==> src/rtl/pmwd_pkg.sv <==
package pmwd_pkg;

    typedef enum logic [1:0] {
        WD_OFF  = 2'd0,
        WD_RUN  = 2'd1,
        WD_BITE = 2'd2
    } wd_state_e;

    localparam int          SEL_W     = 3;
    localparam int          SEL_SPAN  = (1 << SEL_W) - 1;
    localparam logic [7:0]  KEY_ARM   = 8'h1E;
    localparam logic [7:0]  KEY_FIRE  = 8'hE1;

    typedef struct packed {
        logic       wr;
        logic [7:0] data;
    } key_write_t;

    // Right shift applied to an all-ones count to obtain the last count value
    // of the selected tap: code 0 yields the shortest window.
    function automatic int unsigned tap_drop(logic [SEL_W-1:0] sel);
        return SEL_SPAN - int'(sel);
    endfunction

endpackage

==> src/rtl/pmwd_key_seq.sv <==
module pmwd_key_seq
    import pmwd_pkg::*;
(
    input  logic       clk,
    input  logic       rst,
    input  key_write_t kw,
    input  logic       block,
    output logic       fire
);

    logic stage_q;

    assign fire = kw.wr && !block && stage_q && (kw.data == KEY_FIRE);

    always_ff @(posedge clk) begin
        if (rst) begin
            stage_q <= 1'b0;
        end else if (kw.wr && !block) begin
            stage_q <= (kw.data == KEY_ARM);
        end
    end

    // Any accepted write other than the first key leaves the sequence idle.
    assert_abort_R5: assert property (@(posedge clk) disable iff (rst)
        (kw.wr && !block && kw.data != KEY_ARM) |=> !stage_q);

    // A completed sequence never leaves a half-open stage behind.
    assert_fire_clears_R4: assert property (@(posedge clk) disable iff (rst)
        fire |=> !stage_q);

endmodule

==> src/rtl/pmwd_wake_hold.sv <==
module pmwd_wake_hold (
    input  logic clk,
    input  logic rst,
    input  logic pd_mode,
    input  logic wake_n,
    output logic gate
);

    logic hold_q;

    always_ff @(posedge clk) begin
        if (rst) begin
            hold_q <= 1'b0;
        end else if (pd_mode) begin
            hold_q <= 1'b1;
        end else if (wake_n) begin
            hold_q <= 1'b0;
        end
    end

    assign gate = pd_mode || (hold_q && !wake_n);

    assert_hold_arm_R10: assert property (@(posedge clk) disable iff (rst)
        pd_mode |=> hold_q);

    assert_hold_release_R10: assert property (@(posedge clk) disable iff (rst)
        (!pd_mode && wake_n) |=> !hold_q);

endmodule

==> src/rtl/pmwd_core.sv <==
module pmwd_core
    import pmwd_pkg::*;
#(
    parameter int TAP_BASE    = 14,
    parameter int BITE_CYCLES = 96
) (
    input  logic             clk,
    input  logic             rst,
    input  logic             fire,
    input  logic             gate,
    input  logic [SEL_W-1:0] sel,
    output wd_state_e        state_o
);

    localparam int CNT_W = TAP_BASE + SEL_SPAN;
    localparam int BW    = $clog2(BITE_CYCLES + 1);
    localparam logic [BW-1:0] BITE_LAST = BW'(BITE_CYCLES - 1);

    wd_state_e        state_q;
    logic [CNT_W-1:0] cnt_q;
    logic [BW-1:0]    bcnt_q;
    logic [CNT_W-1:0] last_c;

    assign last_c  = {CNT_W{1'b1}} >> tap_drop(sel);
    assign state_o = state_q;

    always_ff @(posedge clk) begin
        if (rst) begin
            state_q <= WD_OFF;
            cnt_q   <= '0;
            bcnt_q  <= '0;
        end else begin
            unique case (state_q)
                WD_OFF: begin
                    if (fire) begin
                        state_q <= WD_RUN;
                        cnt_q   <= '0;
                    end
                end
                WD_RUN: begin
                    if (fire) begin
                        cnt_q <= '0;
                    end else if (!gate) begin
                        if (cnt_q >= last_c) begin
                            state_q <= WD_BITE;
                            cnt_q   <= '0;
                            bcnt_q  <= '0;
                        end else begin
                            cnt_q <= cnt_q + 1'b1;
                        end
                    end
                end
                WD_BITE: begin
                    if (bcnt_q == BITE_LAST) begin
                        state_q <= WD_OFF;
                        bcnt_q  <= '0;
                    end else begin
                        bcnt_q <= bcnt_q + 1'b1;
                    end
                end
                default: state_q <= WD_OFF;
            endcase
        end
    end

    assert_freeze_R8: assert property (@(posedge clk) disable iff (rst)
        (state_q == WD_RUN && gate && !fire) |=> $stable(cnt_q));

    assert_bite_hold_R6: assert property (@(posedge clk) disable iff (rst)
        (state_q == WD_BITE && bcnt_q != BITE_LAST) |=> state_q == WD_BITE);

    assert_no_sw_off_R7: assert property (@(posedge clk) disable iff (rst)
        (state_q == WD_RUN) |=> state_q != WD_OFF);

    assert_service_clear_R4: assert property (@(posedge clk) disable iff (rst)
        (fire && state_q != WD_BITE) |=> (cnt_q == '0 && state_q == WD_RUN));

endmodule

==> src/rtl/pm_watchdog.sv <==
module pm_watchdog
    import pmwd_pkg::*;
#(
    parameter int TAP_BASE    = 14,
    parameter int BITE_CYCLES = 96
) (
    input  logic       clk,
    input  logic       rst,
    input  logic       dur_wr,
    input  logic [7:0] dur_wdata,
    output logic [7:0] dur_rdata,
    input  logic       svc_wr,
    input  logic [7:0] svc_wdata,
    input  logic       pd_mode,
    input  logic       idle_mode,
    input  logic       wake_n,
    output logic       wd_armed,
    output logic       wd_reset
);

    logic [SEL_W-1:0] sel_q;
    key_write_t       kw;
    logic             fire;
    logic             gate;
    wd_state_e        state;
    logic             unused_sink;

    // Idle keeps the clock running, so it plays no part in counting;
    // reserved register bits are not stored.
    assign unused_sink = ^{idle_mode, dur_wdata[7:SEL_W]};

    always_ff @(posedge clk) begin
        if (rst) begin
            sel_q <= '0;
        end else if (dur_wr) begin
            sel_q <= dur_wdata[SEL_W-1:0];
        end
    end

    assign dur_rdata = {{(8 - SEL_W){1'b0}}, sel_q};
    assign kw        = '{wr: svc_wr, data: svc_wdata};

    pmwd_key_seq u_key (
        .clk   (clk),
        .rst   (rst),
        .kw    (kw),
        .block (state == WD_BITE),
        .fire  (fire)
    );

    pmwd_wake_hold u_wake (
        .clk     (clk),
        .rst     (rst),
        .pd_mode (pd_mode),
        .wake_n  (wake_n),
        .gate    (gate)
    );

    pmwd_core #(
        .TAP_BASE    (TAP_BASE),
        .BITE_CYCLES (BITE_CYCLES)
    ) u_core (
        .clk     (clk),
        .rst     (rst),
        .fire    (fire),
        .gate    (gate),
        .sel     (sel_q),
        .state_o (state)
    );

    assign wd_armed = (state == WD_RUN);
    assign wd_reset = (state == WD_BITE);

    assert_bite_from_run_R3: assert property (@(posedge clk) disable iff (rst)
        $rose(wd_reset) |-> $past(wd_armed));

    assert_reserved_zero_R2: assert property (@(posedge clk) disable iff (rst)
        dur_rdata[7:SEL_W] == '0);

    assert_reset_idle_R1: assert property (@(posedge clk)
        rst |=> (!wd_armed && !wd_reset && dur_rdata == 8'h00));

endmodule

==> config.mk <==
export PLATFORM = sky130hd
export DESIGN_NAME = pm_watchdog
export DESIGN_NICKNAME = d
export VERILOG_FILES = /design/src/rtl/pmwd_pkg.sv /design/src/rtl/pmwd_key_seq.sv /design/src/rtl/pmwd_wake_hold.sv /design/src/rtl/pmwd_core.sv /design/src/rtl/pm_watchdog.sv
export SDC_FILE = /design/constraint.sdc
export NUM_CORES = 1
export LEC_CHECK = 0
export BUFFER_PORTS_ARGS = -buffer_cell sky130_fd_sc_hd__buf_2
export CAP_MARGIN = 30
export CELL_PAD_IN_SITES_DETAIL_PLACEMENT = 1
export CELL_PAD_IN_SITES_GLOBAL_PLACEMENT = 2
export CORE_MARGIN = 4
export CORE_UTILIZATION = 35
export CTS_CLUSTER_DIAMETER = 30
export DETAILED_ROUTE_END_ITERATION = 8
export PLACE_DENSITY = 0.89
export SLEW_MARGIN = 10
export SYNTH_ARGS = -nofsm -noshare
export SYNTH_HDL_FRONTEND = slang
export SYNTH_SLANG_ARGS = --single-unit
==> constraint.sdc <==
create_clock -name clk -period 3.1 [get_ports clk]
set_input_delay 0.155 -clock clk [delete_from_list [all_inputs] [get_ports clk]]
set_output_delay 0.155 -clock clk [all_outputs]
set_load 0.005 [all_outputs]
==> results of run 1 <==
-- state kept, by name (all words and copies together), names as in the netlist --
register,cells
u_core.cnt_q,21
u_core.bcnt_q,7
sel_q,3
u_core.state_o,2
u_key.stage_q,1
u_wake.hold_q,1
-- through the flow --
stage          cells  hold slack (ps)  area (um^2)  power, uW   util
3_3_place_gp     311              392         2150        512  0.384
3_5_place_dp     311              399         2150        513  0.384
5_1_grt          318              119         2240        878  0.400
4_1_cts          318             99.8         2240        850  0.400
2_1_floorplan    231              302         2070        500      -
6_report         318              108         2240        833  0.400
-- layout make-up --
cell class / instances / share of cell area
timing repair buffer: 22 / 0.0503
inverter: 5 / 0.00838
tap: 72 / 0.0402
clock buffer: 6 / 0.0369
multi-input combinational: 177 / 0.549
clock inverter: 1 / 0.00223
sequential: 35 / 0.313
-- metal layers --
metal / part of all wire / up-vias / GRT usage / wire [um]
li1: - / 834 / - / -
met1: 0.48 / 783 / 0.153 / 2050
met2: 0.47 / 21 / 0.206 / 2010
met3: 0.034 / 6 / 0.0373 / 144
met4: 0.017 / 0 / 0.0460 / 71
met5: 0 / - / 0 / 0
-- placed cells by master (no fill, tap or decap), types with 3 or more instances in the layout --
cell	instances
sky130_fd_sc_hd__mux2i_1	5
sky130_fd_sc_hd__ha_1	9
sky130_fd_sc_hd__nand4_1	15
sky130_fd_sc_hd__nor2_1	10
sky130_fd_sc_hd__a21oi_1	12
sky130_fd_sc_hd__xor2_1	17
sky130_fd_sc_hd__dfxtp_1	35
sky130_fd_sc_hd__nand3_1	18
sky130_fd_sc_hd__nor2_2	19
sky130_fd_sc_hd__o21ai_1	3
sky130_fd_sc_hd__clkbuf_8	6
sky130_fd_sc_hd__conb_1	5
sky130_fd_sc_hd__inv_1	5
sky130_fd_sc_hd__a31oi_1	3
sky130_fd_sc_hd__and3_1	8
sky130_fd_sc_hd__buf_2	21
sky130_fd_sc_hd__nand2_1	13
-- logic make-up after synthesis --
group,Yosys count,synth area share
flip-flops,35,0.341
AO/OA/AOI/OAI,30,0.113
XOR/XNOR,19,0.0810
multiplexers,5,0.0244
buffers and inverters,19,0.0664
AND/OR/NAND/NOR,109,0.317
other,1,0.00183
adder cells (fa/ha/maj),9,0.0548
-- power groups by stage --
stage	Combinational [uW]	Clock [uW]	Sequential (uW)
global placement	44.5	0	467
finish	44.8	331	457
CTS	45.6	348	457
detailed placement	45.3	0	468
floorplan	33.9	0	466
global route	51.1	369	458
-- tightest hold or removal path, stage by stage --
cell and delay [ps]:
sky130_fd_sc_hd__buf_2 70, sky130_fd_sc_hd__mux2i_1 50, sky130_fd_sc_hd__nor2_1 70
-- how the worst max path moves through the flow --
stage | from | endpoint | slack, ps | depth (start not counted)
after floorplan | sel_q[2]$_SDFFE_PP0P_ | u_core.cnt_q[9]$_SDFFE_PP0P_ | 930 | 10
after global placement | sel_q[2]$_SDFFE_PP0P_ | u_core.cnt_q[9]$_SDFFE_PP0P_ | 590 | 8
after detailed placement | sel_q[2]$_SDFFE_PP0P_ | u_core.cnt_q[9]$_SDFFE_PP0P_ | 530 | 8
after CTS | sel_q[2]$_SDFFE_PP0P_ | u_core.cnt_q[9]$_SDFFE_PP0P_ | 520 | 8
after global routing | sel_q[2]$_SDFFE_PP0P_ | u_core.cnt_q[9]$_SDFFE_PP0P_ | 380 | 8
final | sel_q[2]$_SDFFE_PP0P_ | u_core.cnt_q[9]$_SDFFE_PP0P_ | 570 | 8
==> impl_metrics.csv, run 1 <==
group,metric,value,unit
outcome,run_status,"complete, no violations",
flow_run,max_cap_violations,0,
cts,cts_buffer_depth,2,
critical_path,worst_path_buf_inv,0,
finish,diodes,0,
cts,cts-htree-levels,2,
cts,ctsRootBufferMaster,"sky130_fd_sc_hd__clkbuf_8",
logic_synthesis,synthesis.yosys.warnings,0,
detailed_routing,final_antenna_net_count,0,
critical_path,critical_path.max_fanout,20,
logic_synthesis,synth.top_cell.area_share,0.341,
critical_path,critPathSlowestCell,"sky130_fd_sc_hd__dfxtp_1",
detailed_routing,detail_route.first_pass.iterations,4,
power_and_ir_drop,leakagePower,0.000880,uW
placed_design,routabilityCongestion,0.711,
timing,maximum_clock_skew_at_final_layout,4.67,ps
timing,final_report_setup_violation_count,0,
power_and_ir_drop,power_frac_comb,0.054,
cts,clk-insertion-delay-late,280,ps
timing,max_freq,395,MHz
power_and_ir_drop,worst_ir_drop_vdd,0.174,mV
detailed_routing,vias_per_cell,5.17,
global_route,first_global_vias,1657,
critical_path,r2r_slack,570,ps
critical_path,path_class,"reg -> reg",
logic_synthesis,synth_common_cells,"sky130_fd_sc_hd__dfxtp_1, sky130_fd_sc_hd__nor2_2, sky130_fd_sc_hd__nand3_1",
power_and_ir_drop,share_seq_of_total_power,0.549,
critical_path,critPathCaptureType,"flip-flop",
floorplan,io-pin-count,33,
power_and_ir_drop,share_clk_of_total_power,0.398,
placed_design,dp_slack,529,ps
finish,multi_input_area,1230,um^2
timing,timing.final.crit_period,2530,ps
global_route,number_of_antenna_violations_at_the_first_check_in_global_routing,0,
critical_path,worstPathArrival,2730,ps
floorplan,placementRows,27,
cts,number_of_buffers_added_to_fix_hold_violations_after_cts,0,
timing,final.setup.worst_slack,571,ps
detailed_routing,vias,1644,
critical_path,cpPeakStageDelay,470,ps
hold_path,min-delay-path-class,"in -> reg",
timing,grt_setup_unrepaired,"no",
power_and_ir_drop,pwr_density_cell,372,nW/um^2
critical_path,timing.critical_path.max_delay_family,"compound AO/OA/AOI/OAI gates",
logic_synthesis,netlist-cell-type-count,50,
logic_synthesis,synth-edff-count,0,
power_and_ir_drop,sw_frac_of_total,0.226,
power_and_ir_drop,p_int,645,uW
global_route,track_usage,0.125,
cts,clkTransAtPathRegs,70,ps
cts,post_cts_resized,0,
timing,finalSetupTns,0,ps
floorplan,die_height,84.6,um
timing,slew_headroom,0.582,
detailed_routing,routed_wl,4270,um
detailed_routing,drt_iter0_drc,40,
detailed_routing,routed_wire_length_per_instance,13.4,um
timing,final_hold_viol_count,0,
detailed_routing,detail_route.drc_violations,0,
critical_path,reg2regPathDepth,8,
logic_synthesis,ys_async_sr_fraction,0,
finish,filler_cell_count_in_the_final_layout,712,
finish,synthToLayoutAreaGrowth,9.14,%
cts,post_cts_setup_bufs,0,
floorplan,initial_core_util,0.366,
hold_path,timing.hold.worst_endpoint,"sel_q[0]$_SDFFE_PP0P_",
finish,final_net_count,278,
critical_path,cp-start-kind,"flip-flop",
critical_path,timing.critical_path.cells,"nor2_1 -> ha_1 -> a21o_1 -> a21oi_1 -> o221ai_1 -> o31ai_4 -> nand2b_2 -> a31oi_2",
finish,register_area,701,um^2
hold_path,worstHoldPathCells,3,
logic_synthesis,dominantRegCellSynth,"sky130_fd_sc_hd__dfxtp_1",
finish,post_route_cells_drive_above_1_share,0.244,
placed_design,place.detailed.hpwl,3160,um
critical_path,cp.required,3300,ps
cts,tritoncts_clock_tree,"done",
logic_synthesis,synth.avg_cell_area,9.05,um^2
placed_design,placement.io_buffers,21,
logic_synthesis,synth.largest_area_cell,"sky130_fd_sc_hd__dfxtp_1",
power_and_ir_drop,power.switching,188,uW
cts,cts.sink_count,35,
critical_path,worstReg2RegEnd,"u_core.cnt_q[9]$_SDFFE_PP0P_",
cts,cts_buffers,5,
timing,slew_viol_final,0,
logic_synthesis,synth.area.top_cells,"sky130_fd_sc_hd__dfxtp_1, sky130_fd_sc_hd__xor2_1, sky130_fd_sc_hd__nor2_2",
logic_synthesis,area_of_the_mapped_netlist,2050,um^2
timing,period_share,0.816,
critical_path,regToRegStartpoint,"sel_q[2]$_SDFFE_PP0P_",
global_route,grt_max_degree,23,
floorplan,fp.dieArea,7160,um^2
logic_synthesis,seq_area_frac_synth,0.341,
logic_synthesis,postSynthCellCount,227,
global_route,globalRoute.totalOverflow,0,
timing,worst-slew-pin-transition,627,ps
floorplan,core_region_area,5610,um^2
logic_synthesis,number_of_storage_elements_in_the_synthesis_netlist,35,
floorplan,die_x,84.6,um
hold_path,worstHoldStart,"dur_wdata[0]",
global_route,grt_first_pass_wirelength,7350,um
logic_synthesis,synth.most_common_cell,"sky130_fd_sc_hd__dfxtp_1",
(Power assumes the default switching activity.)
==> run 2, diff against run 1 <==
--- a/config.mk
+++ b/config.mk
@@ -10,10 +10,10 @@
 export CELL_PAD_IN_SITES_DETAIL_PLACEMENT = 1
 export CELL_PAD_IN_SITES_GLOBAL_PLACEMENT = 2
 export CORE_MARGIN = 4
-export CORE_UTILIZATION = 35
+export CORE_UTILIZATION = 31
 export CTS_CLUSTER_DIAMETER = 30
 export DETAILED_ROUTE_END_ITERATION = 8
-export PLACE_DENSITY = 0.89
+export PLACE_DENSITY = 0.83
 export SLEW_MARGIN = 10
 export SYNTH_ARGS = -nofsm -noshare
 export SYNTH_HDL_FRONTEND = slang
==> constraint.sdc (replaced) <==
create_clock -name clk -period 2.25 [get_ports clk]
set_input_delay 0.1125 -clock clk [delete_from_list [all_inputs] [get_ports clk]]
set_output_delay 0.1125 -clock clk [all_outputs]
set_load 0.005 [all_outputs]
==> run 2 against run 1 <==
Net effect:
- total power up 65%
- clock-buffer cell count unchanged
- die area is 12% higher
==> impl_metrics.csv, run 2 (same netlist as run 1, synthesis figures left out) <==
group,metric,value,unit
outcome,run_status,"complete, no violations",
detailed_routing,routed_wire_length_per_instance,13.7,um
critical_path,critical_path.max_fanout,19,
power_and_ir_drop,pwr_density_cell,578,nW/um^2
critical_path,crit_start,"sel_q[2]$_SDFFE_PP0P_",
detailed_routing,detail_route.first_pass.iterations,4,
global_route,globalRoute.totalOverflow,0,
timing,final.setup.worst_slack,156,ps
timing,slew_viol_final,0,
critical_path,worst_path_buf_inv,2,
cts,clk-insertion-delay-late,290,ps
hold_path,min-delay-path-class,"in -> reg",
timing,grt_setup_unrepaired,"no",
power_and_ir_drop,leakagePower,0.000942,uW
detailed_routing,final_antenna_net_count,0,
cts,cts_buffer_depth,2,
cts,cts-htree-levels,2,
placed_design,routabilityCongestion,0.747,
critical_path,regToRegStartpoint,"sel_q[2]$_SDFFE_PP0P_",
detailed_routing,routed_wl,4530,um
finish,registers_with_the_most_flip_flops,"u_core.cnt_q (21), u_core.bcnt_q (7), sel_q (3)",
finish,synthToLayoutAreaGrowth,15.9,%
global_route,number_of_antenna_violations_at_the_first_check_in_global_routing,0,
cts,clkTransAtPathRegs,70,ps
timing,worst-slew-pin-transition,628,ps
detailed_routing,detail_route.drc_violations,0,
flow_run,max_cap_violations,0,
timing,period_share,0.931,
placed_design,dp_slack,82.7,ps
critical_path,worstReg2RegEnd,"u_core.cnt_q[6]$_SDFFE_PP0P_",
finish,filler_cell_count_in_the_final_layout,781,
finish,max_flop_register,"u_core.cnt_q",
global_route,first_global_vias,1621,
critical_path,reg2regPathDepth,10,
finish,largest_register_ffs,21,
power_and_ir_drop,worst_ir_drop_vdd,0.264,mV
floorplan,initial_core_util,0.322,
critical_path,cpPeakStageDelay,390,ps
floorplan,die_x,89.4,um
finish,diodes,0,
timing,maximum_clock_skew_at_final_layout,5.94,ps
global_route,grt_max_degree,24,
cts,post_cts_setup_bufs,0,
floorplan,die_height,89.4,um
cts,cts_buffers,5,
detailed_routing,vias_per_cell,5.09,
placed_design,placement.io_buffers,21,
detailed_routing,vias,1684,
cts,cts.sink_count,35,
critical_path,worst-path-stages,10,
critical_path,r2r_slack,160,ps
critical_path,cp.required,2480,ps
timing,final_hold_viol_count,0,
finish,layout.cells.most_common,"sky130_fd_sc_hd__dfxtp_1",
floorplan,io-pin-count,33,
floorplan,core_region_area,6390,um^2
critical_path,critPathSlowestCell,"sky130_fd_sc_hd__dfxtp_2",
critical_path,critPathCaptureType,"flip-flop",
floorplan,placementRows,29,
finish,post_route_cells_drive_above_1_share,0.272,
timing,timing.final.crit_period,2090,ps
critical_path,timing.critical_path.max_delay_family,"compound AO/OA/AOI/OAI gates",
critical_path,timing.critical_path.cells,"nor2_1 -> ha_1 -> a21o_1 -> a21oi_1 -> o221ai_1 -> buf_4 -> o31ai_4 -> nand2b_2 -> buf_12 -> nor2_2",
critical_path,worstPathArrival,2330,ps
timing,final_report_setup_violation_count,0,
timing,finalSetupTns,0,ps
floorplan,fp.dieArea,7990,um^2
finish,final_net_count,285,
global_route,grt_first_pass_wirelength,7530,um
finish,most-common-layout-cells,"sky130_fd_sc_hd__dfxtp_1, sky130_fd_sc_hd__buf_2, sky130_fd_sc_hd__nor2_2, sky130_fd_sc_hd__nand3_1, sky130_fd_sc_hd__xor2_1",
detailed_routing,drt_iter0_drc,80,
critical_path,path_class,"reg -> reg",
timing,slew_headroom,0.577,
power_and_ir_drop,total_power,1380,uW
global_route,track_usage,0.121,
critical_path,cp-start-kind,"flip-flop",
cts,ctsRootBufferMaster,"sky130_fd_sc_hd__clkbuf_8",
cts,tritoncts_clock_tree,"done",
critical_path,endpoint,"u_core.cnt_q[6]$_SDFFE_PP0P_",
timing,max_freq,478,MHz
placed_design,place.detailed.hpwl,3340,um
run 2: routing by layer:
metal | up-vias | wire [um] | global-route usage
met3 | 5 | 198 | 0.0258
met5 | - | 0 | 0
li1 | 851 | - | -
met2 | 32 | 2030 | 0.196
met1 | 796 | 2220 | 0.159
met4 | 0 | 78 | 0.0447
run 2: repair_timing:
action                     4_1_cts  5_1_grt
resized for setup                0        3
hold buffers                     0        0
setup endpoints to repair        0       25
run 2: cell type report:
cell class / instances / area [um^2] / share of cell area
Timing Repair Buffer: 29 / 190 / 0.0799
Tap cell: 77 / 96.3 / 0.0405
Multi-Input combinational cell: 177 / 1240 / 0.521
Inverter: 5 / 18.8 / 0.00789
Clock buffer: 6 / 72.6 / 0.0305
Sequential cell: 35 / 703 / 0.295
Clock inverter: 2 / 60.1 / 0.0252
run 2: report_power, final:
group	leakage (uW)	switching, uW	total, uW	internal, uW
combinational	0.000593	39.5	71.2	31.6
sequential	0.000283	6.04	630	624
clock	0.0000654	232	675	443
total	0.000942	278	1380	1100
run 2: per-stage QoR:
step                      hold slack (ps)  instances  cell area, um^2   util
final                                56.8        331             2380  0.373
after global routing                 71.3        331             2380  0.373
after CTS                            54.1        331             2370  0.371
after detailed placement              357        323             2240  0.350
after global placement                348        323             2240  0.350
after floorplan                       260        231             2070      -
run 2: worst min-delay path by stage:
stage | from | cells after the start | end | slack (ps)
6_report | dur_wdata[1] | 3 | sel_q[1]$_SDFFE_PP0P_ | 60
3_3_place_gp | dur_wdata[0] | 3 | sel_q[0]$_SDFFE_PP0P_ | 350
4_1_cts | dur_wdata[1] | 3 | sel_q[1]$_SDFFE_PP0P_ | 50
3_5_place_dp | dur_wdata[1] | 3 | sel_q[1]$_SDFFE_PP0P_ | 360
5_1_grt | dur_wdata[0] | 3 | sel_q[0]$_SDFFE_PP0P_ | 70
2_1_floorplan | dur_wdata[0] | 2 | sel_q[0]$_SDFFE_PP0P_ | 260
run 2: worst min-delay path: stages:
cell	delay (ps)
sky130_fd_sc_hd__buf_2	70
sky130_fd_sc_hd__mux2i_1	60
sky130_fd_sc_hd__nor2_1	70
